<file path="src/rtl/irqc_pkg.sv">
// irqc_pkg: shared constants for the cascaded interrupt controller.
// Assumes an eight-line unit and 8-bit vectors.
package irqc_pkg;
    parameter int          IRQC_LINES    = 8;
    parameter int          IRQC_CASC_POS = 2;
    parameter logic [7:0]  IRQC_EOI_BYTE = 8'h20;
    parameter logic [7:0]  IRQC_PRI_BASE = 8'h08;
    parameter logic [7:0]  IRQC_SEC_BASE = 8'h70;
endpackage

</file>
<file path="src/rtl/irqc_prio_enc.sv">
// irqc_prio_enc: finds the lowest set bit of a vector (lowest index = highest priority).
// Assumes W >= 2. Purely combinational.
module irqc_prio_enc #(
    parameter int W  = 8,
    parameter int IW = $clog2(W)
) (
    input  logic [W-1:0]  vec,
    output logic          hit,
    output logic [IW-1:0] idx
);
    // Scan from the top so the lowest set index is the last one written.
    always_comb begin
        hit = 1'b0;
        idx = '0;
        for (int i = W - 1; i >= 0; i--) begin
            if (vec[i]) begin
                hit = 1'b1;
                idx = IW'(i);
            end
        end
    end
endmodule

</file>
<file path="src/rtl/irqc_unit.sv">
// irqc_unit: one eight-line fixed-priority controller with pending and in-service registers.
// Assumes: edge inputs are synchronous to clk; when HAS_CASC is set, position
// CASC_POS takes the level casc_in instead of a latched edge; ack and eoi are
// one-cycle strobes already routed to this unit.
module irqc_unit #(
    parameter int W        = 8,
    parameter bit HAS_CASC = 1'b0,
    parameter int CASC_POS = 2,
    localparam int IW      = $clog2(W)
) (
    input  logic          clk,
    input  logic          rst_n,
    input  logic [W-1:0]  src,
    input  logic          casc_in,
    input  logic          ack,
    input  logic          eoi,
    output logic          int_o,
    output logic [IW-1:0] win_idx,
    output logic [W-1:0]  req_o,
    output logic [W-1:0]  isr_o
);
    localparam logic [W-1:0] ONE = {{(W-1){1'b0}}, 1'b1};
    localparam logic [W-1:0] LVL_MASK = HAS_CASC ? (ONE << CASC_POS) : '0;

    logic [W-1:0]  src_q, irr_q, isr_q;
    logic [W-1:0]  edge_v, req, set_v, clr_v;
    logic          req_hit, isr_hit, take;
    logic [IW-1:0] req_idx, isr_idx;

    // Pick the request source per position: latched edge or cascade level.
    for (genvar g = 0; g < W; g++) begin : g_req
        if (HAS_CASC && (g == CASC_POS)) begin : g_lvl
            assign req[g] = casc_in;
        end else begin : g_edge
            assign req[g] = irr_q[g];
        end
    end

    if (!HAS_CASC) begin : g_nocasc
        logic casc_unused;
        assign casc_unused = casc_in;
    end

    irqc_prio_enc #(.W(W)) i_req_enc (.vec(req),   .hit(req_hit), .idx(req_idx));
    irqc_prio_enc #(.W(W)) i_isr_enc (.vec(isr_q), .hit(isr_hit), .idx(isr_idx));

    // Request only when the best pending input outranks everything in service.
    always_comb begin
        int_o = req_hit && (!isr_hit || (req_idx < isr_idx));
    end

    // Derive rising edges, acknowledge set mask and end-of-interrupt clear mask.
    always_comb begin
        edge_v = src & ~src_q & ~LVL_MASK;
        take   = ack && int_o;
        set_v  = take ? (ONE << req_idx) : '0;
        clr_v  = (eoi && isr_hit) ? (ONE << isr_idx) : '0;
    end

    // Register update: edge history, pending and in-service bits.
    always_ff @(posedge clk) begin
        if (!rst_n) begin
            src_q <= '0;
            irr_q <= '0;
            isr_q <= '0;
        end else begin
            src_q <= src;
            irr_q <= ((irr_q & ~set_v) | edge_v) & ~LVL_MASK;
            isr_q <= (isr_q & ~clr_v) | set_v;
        end
    end

    assign win_idx = req_idx;
    assign req_o   = req;
    assign isr_o   = isr_q;
endmodule

</file>
<file path="src/rtl/irq_cascade_pair.sv">
// irq_cascade_pair: primary and secondary controller with the secondary cascaded
// into primary input CASC_POS. Assumes a one-cycle cpu_ack strobe, with the
// vector read in that same cycle, and one command write per cmd_wr strobe.
module irq_cascade_pair
    import irqc_pkg::*;
#(
    parameter int         LINES    = IRQC_LINES,
    parameter int         CASC_POS = IRQC_CASC_POS,
    parameter logic [7:0] EOI_BYTE = IRQC_EOI_BYTE,
    parameter logic [7:0] PRI_BASE = IRQC_PRI_BASE,
    parameter logic [7:0] SEC_BASE = IRQC_SEC_BASE
) (
    input  logic               clk,
    input  logic               rst_n,
    input  logic [2*LINES-1:0] ext_irq,
    output logic               cpu_int,
    input  logic               cpu_ack,
    output logic [7:0]         cpu_vector,
    input  logic               cmd_wr,
    input  logic               cmd_sel,
    input  logic [7:0]         cmd_data
);
    localparam int IDX_W = $clog2(LINES);

    logic             sec_int, prim_int;
    logic             sec_ack, eoi_prim, eoi_sec;
    logic [IDX_W-1:0] prim_win, sec_win;
    logic [LINES-1:0] prim_req, prim_isr, sec_req, sec_isr;

    // Decode command writes into per-unit end-of-interrupt strobes.
    always_comb begin
        eoi_prim = cmd_wr && !cmd_sel && (cmd_data == EOI_BYTE);
        eoi_sec  = cmd_wr &&  cmd_sel && (cmd_data == EOI_BYTE);
    end

    // Forward the acknowledge to the secondary only when the cascade wins.
    always_comb begin
        sec_ack = cpu_ack && prim_int && (prim_win == IDX_W'(CASC_POS));
    end

    irqc_unit #(.W(LINES), .HAS_CASC(1'b0), .CASC_POS(CASC_POS)) i_sec (
        .clk     (clk),
        .rst_n   (rst_n),
        .src     (ext_irq[2*LINES-1:LINES]),
        .casc_in (1'b0),
        .ack     (sec_ack),
        .eoi     (eoi_sec),
        .int_o   (sec_int),
        .win_idx (sec_win),
        .req_o   (sec_req),
        .isr_o   (sec_isr)
    );

    irqc_unit #(.W(LINES), .HAS_CASC(1'b1), .CASC_POS(CASC_POS)) i_prim (
        .clk     (clk),
        .rst_n   (rst_n),
        .src     (ext_irq[LINES-1:0]),
        .casc_in (sec_int),
        .ack     (cpu_ack),
        .eoi     (eoi_prim),
        .int_o   (prim_int),
        .win_idx (prim_win),
        .req_o   (prim_req),
        .isr_o   (prim_isr)
    );

    // Vector select: cascade winner takes the secondary base and index.
    always_comb begin
        if (prim_win == IDX_W'(CASC_POS)) begin
            cpu_vector = SEC_BASE + 8'(sec_win);
        end else begin
            cpu_vector = PRI_BASE + 8'(prim_win);
        end
    end

    assign cpu_int = prim_int;

    logic [LINES-1:0] sec_req_unused;
    assign sec_req_unused = sec_req;
endmodule

</file>
<file path="config.mk">
export PLATFORM = sky130hd
export DESIGN_NAME = irq_cascade_pair
export DESIGN_NICKNAME = d
export VERILOG_FILES = /design/src/rtl/irqc_pkg.sv /design/src/rtl/irqc_prio_enc.sv /design/src/rtl/irqc_unit.sv /design/src/rtl/irq_cascade_pair.sv
export SDC_FILE = /design/constraint.sdc
export NUM_CORES = 1
export LEC_CHECK = 0
export BUFFER_PORTS_ARGS = -buffer_cell sky130_fd_sc_hd__buf_2
export CELL_PAD_IN_SITES_DETAIL_PLACEMENT = 1
export CELL_PAD_IN_SITES_GLOBAL_PLACEMENT = 1
export CORE_MARGIN = 5
export CORE_UTILIZATION = 25
export DETAILED_ROUTE_END_ITERATION = 6
export GPL_TIMING_DRIVEN = 0
export PLACE_DENSITY_LB_ADDON = 0.08
export SLEW_MARGIN = 5
export SYNTH_ARGS = -nofsm -noshare
export SYNTH_HDL_FRONTEND = slang
export SYNTH_SLANG_ARGS = --single-unit
</file>
<file path="constraint.sdc">
create_clock -name clk -period 10.2 [get_ports clk]
set_clock_uncertainty 0.1 [all_clocks]
set_input_delay 2.04 -clock clk [delete_from_list [all_inputs] [get_ports clk]]
set_output_delay 2.04 -clock clk [all_outputs]
set_load 0.02 [all_outputs]
</file>
---- Word level (Yosys, flattened, before mapping) ----
Index checks and enable logic that the tools add are counted.
operators by class
  equal/unequal tests ..................... 2
  reductions and logical operators ........ 16
  bitwise operators ....................... 16
  shift operators ......................... 4
  add/subtract/negate cells ............... 2
  mux-type cells .......................... 69
  $lt $le $gt $ge ......................... 2
operator list
  cell                                                                   count
  3-bit two-way mux                                                      32
  8-bit bitwise AND                                                      6
  8-bit inverter                                                         6
  8-bit two-way mux                                                      5
  1-bit two-way mux                                                      32
  8-bit bitwise OR                                                       4
  1-bit by 3-bit left shift with 8-bit output, first input constant      4
  1-bit logical AND                                                      11
  7-bit by 3-bit adder with 8-bit output, first input constant           1
  8-bit by 6-bit equality test with 1-bit output, second input constant  1
  3-bit < comparator                                                     2
  4-bit by 3-bit adder with 5-bit output, first input constant           1
  3-bit by 2-bit equality test with 1-bit output, second input constant  1
  1-bit zero test                                                        3
  1-bit logical OR                                                       2
word-level totals
  output and inout port bits .............. 9
  bits of input ports ..................... 29
  word-level logic and storage cells ...... 118
  register bits ........................... 48

---- Longest topological paths before layout ----
Gate-level depths: netlist of the first run.
  word-level depth ........................ 24
  gate-level depth with buffers ........... 19
  depth with buffers taken out ............ 17

---- Modules after synthesis ----
A second synthesis of the first run with hierarchy kept.
second synthesis, totals
  cells, all modules ...................... 300
  area total of the unflattened synthesis .. 2560.0 µm²
modules (own cells, without submodules)
  module              seq. area each (µm²)  times used  cells an instance  area each (µm²)
  irqc_unit (i_sec)   480.5                 1           119                1092.3
  irqc_unit (i_prim)  440.4                 1           112                1006.0
  irqc_prio_enc       0.0                   4           13                 80.1
  irq_cascade_pair    0.0                   1           17                 141.4

---- Worst setup path after synthesis of the first run ----
No wires, ideal clock.
  kind .................................... reg2out
  from .................................... register i_sec.isr_q[3] (netlist: i_sec.isr_o[3])
  to ...................................... output cpu_int
  arrival time ............................ 3.591 ns
  cell stages (with the launch flop) ...... 14
  setup slack ............................. 4.469 ns
  buffers on the path ..................... 1
  data required time ...................... 8.060 ns
  path through ............................ dfxtp_1 > or4_4 > or2b_1 > ha_1 > o211ai_1 > a21oi_1 > nor2_1 > or4_1 > clkbuf_1 > clkinv_1 > ha_1 > o211ai_1 > a211oi_2 > nor3_1
between the ends
  cells in the longest elaborated chain, start to end .. 13
  elaborated cells on any way between the ends .. 21
  those cells by class .................... 2 x order compare; 14 x mux; 5 x reduce/logical
RTL lines
  element                                                                     line                    source
  start, declared                                                             irqc_unit.sv:25         logic [W-1:0] src_q, irr_q, isr_q;
  start signal, assigned                                                      irqc_unit.sv:69         isr_q <= (isr_q & ~clr_v) | set_v;
  3-bit two-way mux / 1-bit two-way mux (equally long branches) (4 in a row)  irqc_prio_enc.sv:16     if (vec[i]) begin
  3-bit < comparator / 1-bit zero test (equally long branches)                irqc_unit.sv:49         int_o = req_hit && (!isr_hit || (req_idx < isr_idx));
  1-bit logical OR *                                                          irqc_unit.sv:49
  1-bit logical AND *                                                         irqc_unit.sv:49
  3-bit two-way mux (3 in a row)                                              irqc_prio_enc.sv:16
  3-bit < comparator                                                          irqc_unit.sv:49
  1-bit logical OR                                                            irqc_unit.sv:49
  1-bit logical AND *                                                         irqc_unit.sv:49
  end, declared                                                               irq_cascade_pair.sv:16  output logic cpu_int,
Every way passes the cells marked *; elsewhere a longest branch is shown, timed or not.

---- Final worst setup path of the first run ----
Same ends and word-level chain as after synthesis.

==> results by group, run 1 <==
Global route
  • All-Layer GR Usage: 0.138
  • Pin count of the biggest net entering global routing: 15
  • Wire length of the first global-routing pass: 12.8 mm
  • Overflow after GRT: 0
  • Number of antenna violations at the first check in global routing: 0
  • Vias in the first global route: 2484

Yosys
  • Syn_area_per_cell: 7.99 um^2
  • Number of warnings issued by yosys: 0
  • Share of synthesized area occupied by flip-flops and latches: 0.374
  • Most frequently used flop master after synthesis: sky130_fd_sc_hd__dfxtp_1
  • Post-synthesis cell area: 2460 um^2
  • Share of async-settable or async-resettable flops after synthesis: 0
  • Flip-flop and latch count after synthesis: 46
  • Synth Instances: 308
  • Syn nets: 340
  • Number of distinct library cells after synthesis: 56
  • Count of flip-flops with a built-in enable after synthesis: 0

Drt
  • Post-DRT Antenna Nets: 0
  • Overall via count from detail_route: 2370
  • Final routed DRC violation total: 0
  • Detail-routed via count per cell: 4.91
  • Drt first pass iters: 6
  • Drt initial violations: 103
  • Per-cell routed wire length: 16.2 um
  • Routed wire length: 7.83 mm

Floorplan
  • Overall die height: 109 um
  • # IOs: 38
  • Die Width: 109 um
  • Placeable core region: 9680 um^2
  • Floorplan die area: 11900 um^2
  • Number of placement rows: 36
  • Starting Density: 0.254

Timing
  • Share of the cycle needed by the critical path after routing: 0.643
  • Final setup viols: 0
  • Number of hold violations in the final report: 0
  • Peak clock frequency supported by timing: 152 MHz
  • Setup TNS: 0 ns
  • Transition time at the pin with the least slew margin: 0.710 ns
  • Final critical path time including I/O delays and setup: 6.56 ns
  • Fin. max-slew vios: 0
  • Worst slack on hold paths: 0.334 ns
  • Unrepaired setup endpoints after global routing: false
  • Slew Limit Headroom: 0.522

CTS
  • Number of buffers on the longest clock path: 2
  • Post-CTS resize count: 0
  • TritonCTS clock tree: done
  • Clock-pin slew on the worst setup and hold paths: 0.09 ns
  • Sink count of the clock tree: 46
  • H-tree levels: 2
  • Number of buffers created by CTS: 5
  • Post-CTS Repair Setup Buffers: 0
  • Cts hold-fix bufs: 0
  • Buffer cell driving the clock tree root: sky130_fd_sc_hd__clkbuf_8
  • Worst skew pair latency: 0.30 ns

Finish
  • Final layout net count: 381
  • Fill cell instance count of the final layout: 1207
  • Signed area change from the synthesized netlist to the final layout: 17.2%
  • Share of final-layout standard cells stronger than drive strength 1: 0.169
  • Antenna fix cells: 0
  • Area of combinational cells with multiple inputs: 1400 um^2
  • Post-Layout Cell Count: 483
  • Reg area: 921 um^2

Placed design
  • Cell count after placement: 475
  • HPWL after detailed placement: 6.02 mm
  • Routability-driven placement congestion ratio: 0.783
  • Count of buffers inserted at the top-level ports: 34

Power and ir drop
  • Net switching power figure: 0.353 mW
  • Pwr/cell area: 257 nW/um^2
  • Power share of the combinational group: 0.537
  • Proportion of power drawn by the clock network: 0.154
  • Sequential fraction of design power: 0.308
  • PnR Total Power: 0.741 mW
  • Maximum resistive drop on vdd: 0.0956 mV
  • Sw Ratio: 0.476
  • Internal cell power: 0.388 mW
  • Leakage: 1.26 nW

Flow run
  • MaxCap Viol Count: 0

Worst hold path
  • Count of cells along the worst hold path: 1
  • Worst min-delay path category: reg -> reg

Setup path
  • Critical Path Start Type: register
  • Data arrival at the endpoint of the critical path: 4.42 ns
  • Required time worst endpoint: 8.06 ns
  • Critical-path maximum fanout: 9
  • Depth of the worst register-to-register path: 17
  • Kind of capture point of the worst setup path: output pin
  • Worst Setup Path Type: reg -> out

Outcome
  • Outcome: completed
synth_stat cells (2+ instances only):
library cell | number | area (um^2)
sky130_fd_sc_hd__a21oi_1 | 13 | 65.1
sky130_fd_sc_hd__nand2b_1 | 9 | 56.3
sky130_fd_sc_hd__nor2b_1 | 7 | 43.8
sky130_fd_sc_hd__o21ai_0 | 13 | 65.1
sky130_fd_sc_hd__o211a_1 | 2 | 20.0
sky130_fd_sc_hd__dfxtp_1 | 46 | 921
sky130_fd_sc_hd__ha_1 | 3 | 37.5
sky130_fd_sc_hd__o22ai_1 | 8 | 50.1
sky130_fd_sc_hd__a41o_1 | 9 | 90.1
sky130_fd_sc_hd__a32o_1 | 2 | 20.0
sky130_fd_sc_hd__and3_1 | 3 | 18.8
sky130_fd_sc_hd__nand3_1 | 7 | 35.0
sky130_fd_sc_hd__nor2_1 | 40 | 150
sky130_fd_sc_hd__o211ai_1 | 2 | 15.0
sky130_fd_sc_hd__inv_1 | 17 | 63.8
sky130_fd_sc_hd__o311ai_0 | 2 | 17.5
sky130_fd_sc_hd__a41oi_1 | 4 | 35.0
sky130_fd_sc_hd__clkbuf_1 | 10 | 37.5
sky130_fd_sc_hd__nor3_1 | 7 | 35.0
sky130_fd_sc_hd__o21a_1 | 5 | 37.5
sky130_fd_sc_hd__o31ai_1 | 6 | 45.0
sky130_fd_sc_hd__o311a_1 | 3 | 30.0
sky130_fd_sc_hd__a31oi_1 | 3 | 18.8
sky130_fd_sc_hd__buf_2 | 2 | 10.0
sky130_fd_sc_hd__buf_4 | 3 | 22.5
sky130_fd_sc_hd__nor4_1 | 4 | 25.0
sky130_fd_sc_hd__nand3b_1 | 2 | 15.0
sky130_fd_sc_hd__a31o_2 | 2 | 17.5
sky130_fd_sc_hd__nand4_1 | 2 | 12.5
sky130_fd_sc_hd__and2_1 | 12 | 75.1
sky130_fd_sc_hd__or4_4 | 2 | 22.5
sky130_fd_sc_hd__or4b_1 | 2 | 20.0
sky130_fd_sc_hd__or3_1 | 4 | 25.0
sky130_fd_sc_hd__nand2_1 | 30 | 113
final timing paths:
| check | startpoint | endpoint | slack, ns |
|---|---|---|---|
| worst min register to register | i_sec.src_q[4] | i_sec.req_o[4] | 0.33 |
| worst max-delay path | i_sec.isr_o[3] | cpu_int | 3.64 |
| worst min-delay path | i_sec.src_q[4] | i_sec.req_o[4] | 0.33 |
| worst max register to register | i_sec.isr_o[3] | i_sec.req_o[2] | 5.46 |
registers in the layout (all words and copies together), names as in the netlist:
name and flops:
i_prim.isr_o 8, i_sec.isr_o 8, i_sec.req_o 8, i_sec.src_q 8, i_prim.irr_q 7, i_prim.src_q 7
kinds of logic after synthesis:
logic type | after synthesis | share of synthesized area
AO/OA/AOI/OAI | 84 | 0.253
adder cells (fa/ha/maj) | 3 | 0.0153
buffers and inverters | 33 | 0.0559
flip-flops | 46 | 0.374
other | 1 | 0.00152
AND/OR/NAND/NOR | 141 | 0.300
metal layers:
layer	routed length [um]	global-route usage	vias to the layer above
met5	0	0	-
met3	309	0.0207	5
li1	-	-	1198
met4	66	0.0365	0
met2	3450	0.225	50
met1	4010	0.191	1117
power by group through the flow:
| stage | Sequential (mW) | Combinational [mW] | Clock (mW) |
|---|---|---|---|
| 4_1_cts | 0.228 | 0.400 | 0.118 |
| 5_1_grt | 0.232 | 0.442 | 0.124 |
| 3_5_place_dp | 0.232 | 0.397 | 0 |
| 3_3_place_gp | 0.232 | 0.399 | 0 |
| 2_1_floorplan | 0.223 | 0.280 | 0 |
| 6_report | 0.228 | 0.398 | 0.114 |
final cells by class:
type / count / area share
Timing Repair Buffer: 34 / 0.0590
Clock buffer: 6 / 0.0252
Clock inverter: 2 / 0.00477
Buffer: 15 / 0.0243
Inverter: 18 / 0.0234
Tap cell: 133 / 0.0577
Multi-Input combinational cell: 229 / 0.486
Sequential cell: 46 / 0.319
through the flow:
stage	cell area (um^2)	utilization	setup slack, ns
final	2880	0.298	3.64
after global routing	2880	0.298	3.32
after CTS	2880	0.298	3.64
after detailed placement	2800	0.289	3.97
after global placement	2800	0.289	3.98
after floorplan	2460	-	4.47
critical path: stages (launching register included):
cell,delay [ns]
sky130_fd_sc_hd__dfxtp_1,0.36
sky130_fd_sc_hd__or4_4,0.58
sky130_fd_sc_hd__or2b_1,0.28
sky130_fd_sc_hd__ha_1,0.32
sky130_fd_sc_hd__a21oi_1,0.22
sky130_fd_sc_hd__o22ai_1,0.12
sky130_fd_sc_hd__nor2_1,0.23
sky130_fd_sc_hd__or4_1,0.15
sky130_fd_sc_hd__clkbuf_1,0.28
sky130_fd_sc_hd__clkinv_1,0.35
sky130_fd_sc_hd__ha_1,0.40
sky130_fd_sc_hd__nand2_1,0.07
sky130_fd_sc_hd__a21oi_1,0.06
sky130_fd_sc_hd__o21ai_2,0.10
sky130_fd_sc_hd__nand2_1,0.09
sky130_fd_sc_hd__nor3_1,0.26
sky130_fd_sc_hd__buf_2,0.24
cells in the final DEF (no fill, tap or decap), types with 11 or more instances in the layout:
master,count
sky130_fd_sc_hd__a21oi_1,13
sky130_fd_sc_hd__and2_1,12
sky130_fd_sc_hd__buf_2,36
sky130_fd_sc_hd__clkbuf_1,11
sky130_fd_sc_hd__dfxtp_1,46
sky130_fd_sc_hd__inv_1,17
sky130_fd_sc_hd__nand2_1,30
sky130_fd_sc_hd__nor2_1,40
sky130_fd_sc_hd__o21ai_0,13
Note: power is estimated with default switching activity, not from simulation.
==> run 2: changes to the inputs <==
--- a/config.mk
+++ b/config.mk
@@ -5,6 +5,7 @@
 export SDC_FILE = /design/constraint.sdc
 export NUM_CORES = 1
 export LEC_CHECK = 0
+export ABC_AREA = 1
 export BUFFER_PORTS_ARGS = -buffer_cell sky130_fd_sc_hd__buf_2
 export CELL_PAD_IN_SITES_DETAIL_PLACEMENT = 1
 export CELL_PAD_IN_SITES_GLOBAL_PLACEMENT = 1
==> constraint.sdc (replaced) <==
create_clock -name clk -period 5.8 [get_ports clk]
set_clock_uncertainty 0.1 [all_clocks]
set_input_delay 1.16 -clock clk [delete_from_list [all_inputs] [get_ports clk]]
set_output_delay 1.16 -clock clk [all_outputs]
set_load 0.02 [all_outputs]
==> results by group, run 2 <==
Floorplan
  • Number of placement rows: 36 (unchanged)
  • Die Width: 109 um (about the same)
  • Overall die height: 109 um (about the same)
  • Placeable core region: 9680 um^2 (unchanged)
  • # IOs: 38 (unchanged)
  • Starting Density: 0.255 (was 0.254)
  • Floorplan die area: 12000 um^2 (was 11900 um^2)

Timing
  • Fin. max-slew vios: 0 (unchanged)
  • Transition time at the pin with the least slew margin: 0.568 ns (was 0.710 ns)
  • Final critical path time including I/O delays and setup: 4.86 ns
  • Peak clock frequency supported by timing: 206 MHz
  • Slew Limit Headroom: 0.621 (was 0.522)
  • Unrepaired setup endpoints after global routing: false (unchanged)
  • Setup TNS: 0 ns (unchanged)
  • Final setup viols: 0 (unchanged)
  • Worst slack on hold paths: 0.309 ns (was 0.334 ns)
  • Number of hold violations in the final report: 0 (unchanged)
  • Share of the cycle needed by the critical path after routing: 0.839

Setup path
  • Worst Setup Path Type: reg -> out (unchanged)
  • Kind of capture point of the worst setup path: output pin (unchanged)
  • Slack of the worst reg-to-reg path: 2.15 ns (was 5.46 ns)
  • Critical Path Start Type: register (unchanged)
  • Highest-delay cell along the critical path: sky130_fd_sc_hd__dfxtp_1 (was sky130_fd_sc_hd__or4_4)
  • Required time worst endpoint: 4.54 ns (was 8.06 ns)
  • Critical-path maximum fanout: 10 (was 9)
  • Data arrival at the endpoint of the critical path: 3.60 ns (was 4.42 ns)
  • Slowest cell delay on critical path: 0.39 ns (was 0.58 ns)
  • Ordered cell list for the critical path: nor2_1 > nor3_1 > nor3_1 > nor3_1 > inv_1 > ha_1 > nand2_1 > inv_1 > nand2_1 > nand2_1 > nand2_2 > nand2_4 > nand3_1 > nor2_4 > ha_1 > a21boi_1 > nand2_1 > nand2_2 > a21oi_4 > buf_8 > buf_2 (was or4_4 > or2b_1 > ha_1 > a21oi_1 > o22ai_1 > nor2_1 > or4_1 > clkbuf_1 > clkinv_1 > ha_1 > nand2_1 > a21oi_1 > o21ai_2 > nand2_1 > nor3_1 > buf_2)
  • Crit path top cell by count: sky130_fd_sc_hd__nand2_1

CTS
  • Worst skew pair latency: 0.30 ns (about the same)
  • H-tree levels: 2 (unchanged)
  • Cts hold-fix bufs: 0 (unchanged)
  • Number of buffers on the longest clock path: 2 (unchanged)
  • Number of buffers created by CTS: 5 (unchanged)
  • Post-CTS resize count: 0 (unchanged)
  • TritonCTS clock tree: done (unchanged)
  • Sink count of the clock tree: 46 (unchanged)
  • Buffer cell driving the clock tree root: sky130_fd_sc_hd__clkbuf_8 (unchanged)
  • Post-CTS Repair Setup Buffers: 0 (unchanged)
  • Clock-pin slew on the worst setup and hold paths: 0.09 ns (about the same)

Yosys
  • Post-synthesis cell type with the largest combined area: sky130_fd_sc_hd__dfxtp_1 (unchanged)
  • Synth Instances: 347 (was 308)
  • Commonest cells post-synth: sky130_fd_sc_hd__nand2_1 (73), sky130_fd_sc_hd__inv_1 (61), sky130_fd_sc_hd__dfxtp_1 (46) (was sky130_fd_sc_hd__dfxtp_1 (46), sky130_fd_sc_hd__nor2_1 (40), sky130_fd_sc_hd__nand2_1 (30))
  • Leading cell type by number of instances after synthesis: sky130_fd_sc_hd__nand2_1 (was sky130_fd_sc_hd__dfxtp_1)
  • Number of warnings issued by yosys: 0 (unchanged)
  • Top cell type's share of synthesized area: 0.373 (was 0.374)
  • Flip-flop and latch count after synthesis: 46 (unchanged)
  • Share of async-settable or async-resettable flops after synthesis: 0 (unchanged)
  • Number of distinct library cells after synthesis: 36 (was 56)
  • Most frequently used flop master after synthesis: sky130_fd_sc_hd__dfxtp_1 (unchanged)
  • Count of flip-flops with a built-in enable after synthesis: 0 (unchanged)
  • Most area-consuming cells after synthesis: sky130_fd_sc_hd__dfxtp_1 (37%), sky130_fd_sc_hd__nand2_1 (11%), sky130_fd_sc_hd__inv_1 (9.3%) (was sky130_fd_sc_hd__dfxtp_1 (37%), sky130_fd_sc_hd__nor2_1 (6.1%), sky130_fd_sc_hd__nand2_1 (4.6%))
  • Syn nets: 379 (was 340)
  • Share of synthesized area occupied by flip-flops and latches: 0.373 (was 0.374)
  • Post-synthesis cell area: 2470 um^2 (was 2460 um^2)
  • Syn_area_per_cell: 7.11 um^2 (was 7.99 um^2)

Global route
  • Vias in the first global route: 2205 (was 2484)
  • Overflow after GRT: 0 (unchanged)
  • Number of antenna violations at the first check in global routing: 0 (unchanged)
  • Pin count of the biggest net entering global routing: 15 (unchanged)
  • All-Layer GR Usage: 0.116 (was 0.138)
  • Wire length of the first global-routing pass: 10.6 mm (was 12.8 mm)

Placed design
  • Routability-driven placement congestion ratio: 0.732 (was 0.783)
  • HPWL after detailed placement: 5.41 mm (was 6.02 mm)
  • Count of buffers inserted at the top-level ports: 35 (was 34)
  • Cell count after placement: 515 (was 475)

Finish
  • Area of combinational cells with multiple inputs: 1250 um^2 (was 1400 um^2)
  • Final layout net count: 421 (was 381)
  • Fill cell instance count of the final layout: 1232 (was 1207)
  • Post-Layout Cell Count: 522 (was 483)
  • Antenna fix cells: 0 (unchanged)
  • Share of final-layout standard cells stronger than drive strength 1: 0.231 (was 0.169)
  • Most common library cell in the layout ignoring fill and taps: sky130_fd_sc_hd__nand2_1 (was sky130_fd_sc_hd__dfxtp_1)
  • Fraction of the core area covered by cells at the end of the flow: 0.299 (was 0.298)
  • Reg area: 921 um^2 (unchanged)
  • Commonest non-fill, non-tap cells in the layout: sky130_fd_sc_hd__nand2_1 (73), sky130_fd_sc_hd__inv_1 (61), sky130_fd_sc_hd__dfxtp_1 (46) (was sky130_fd_sc_hd__dfxtp_1 (46), sky130_fd_sc_hd__nor2_1 (40), sky130_fd_sc_hd__buf_2 (36))
  • Signed area change from the synthesized netlist to the final layout: 17.3% (was 17.2%)

Power and ir drop
  • Leakage: 1.45 nW (was 1.26 nW)
  • Pwr/cell area: 303 nW/um^2 (was 257 nW/um^2)
  • Maximum resistive drop on vdd: 0.0919 mV (was 0.0956 mV)
  • PnR Total Power: 0.875 mW (was 0.741 mW)

Flow run
  • MaxCap Viol Count: 0 (unchanged)

Drt
  • Post-DRT Antenna Nets: 0 (unchanged)
  • Overall via count from detail_route: 2227 (was 2370)
  • Drt first pass iters: 4 (was 6)
  • Detail-routed via count per cell: 4.27 (was 4.91)
  • Routed wire length: 6.34 mm (was 7.83 mm)
  • Drt initial violations: 39 (was 103)
  • Final routed DRC violation total: 0 (unchanged)
  • Per-cell routed wire length: 12.2 um (was 16.2 um)

Outcome
  • Outcome: completed (unchanged)

Worst hold path
  • Worst min-delay path category: reg -> reg (unchanged)
## run 2: cell count changes after synthesis, moves of 9 or more
cell and delta:
sky130_fd_sc_hd__and2_1 -11, sky130_fd_sc_hd__a41o_1 -9, sky130_fd_sc_hd__nand3_1 +10, sky130_fd_sc_hd__or2_2 +9, sky130_fd_sc_hd__inv_1 +44, sky130_fd_sc_hd__nand2_1 +43, sky130_fd_sc_hd__nand2b_1 -9, sky130_fd_sc_hd__nand4_2 +10
## run 2: logic make-up (layout without fill, tap and decap cells)
family / after synthesis / count (layout) / synth area share
adders and majority gates: 3 / 3 / 0.0152
other: 1 / 1 / 0.00152
buffers and inverters: 72 / 114 / 0.120
AOI/OAI and AO/OA: 39 / 39 / 0.0979
DFF: 46 / 46 / 0.373
and+or+nand+nor: 186 / 186 / 0.392
## run 2: cell type report
| class | instances | share of cell area |
|---|---|---|
| clock inverter | 2 | 0.00519 |
| multi-input combinational | 229 | 0.432 |
| buffer | 9 | 0.0208 |
| tap | 133 | 0.0576 |
| sequential | 46 | 0.318 |
| clock buffer | 5 | 0.0238 |
| timing repair buffer | 35 | 0.0606 |
| inverter | 63 | 0.0818 |
## run 2: metal layers
metal  share of wire  GRT usage  wire, um  vias up
li1                -          -         -     1183
met1            0.49      0.150      3120     1005
met2            0.45      0.190      2840       34
met3           0.046     0.0258       293        5
met4           0.015     0.0401        95        0
met5               0          0         0        -
## run 2: worst paths after layout
path,from,to,cells after the start
worst max-delay path,i_sec.isr_o[7],cpu_int,21
worst min-delay path,i_prim.src_q[6],i_prim.irr_q[6],1
worst max register to register,i_sec.isr_o[7],i_prim.irr_q[5],23
worst min register to register,i_prim.src_q[6],i_prim.irr_q[6],1
## run 2: critical path: cells and delay by family (launching register included)
family,cells,cell delay (ns)
AND/OR/NAND/NOR,13,1.52
flip-flops,1,0.39
adder cells (fa/ha/maj),2,0.59
buffers and inverters,4,0.52
AO/OA/AOI/OAI,2,0.29
## run 2: power by group
part | switching, mW | leakage (nW) | internal [mW]
sequential | 0.0197 | 0.380 | 0.341
clock | 0.112 | 0.0362 | 0.0824
combinational | 0.207 | 1.04 | 0.113
## run 2: per-stage QoR
| stage | area [um^2] | worst slack [ns] |
|---|---|---|
| global placement | 2810 | 1.26 |
| detailed placement | 2810 | 1.24 |
| finish | 2890 | 0.936 |
| CTS | 2890 | 0.872 |
| global route | 2890 | 0.566 |
| floorplan | 2470 | 1.78 |
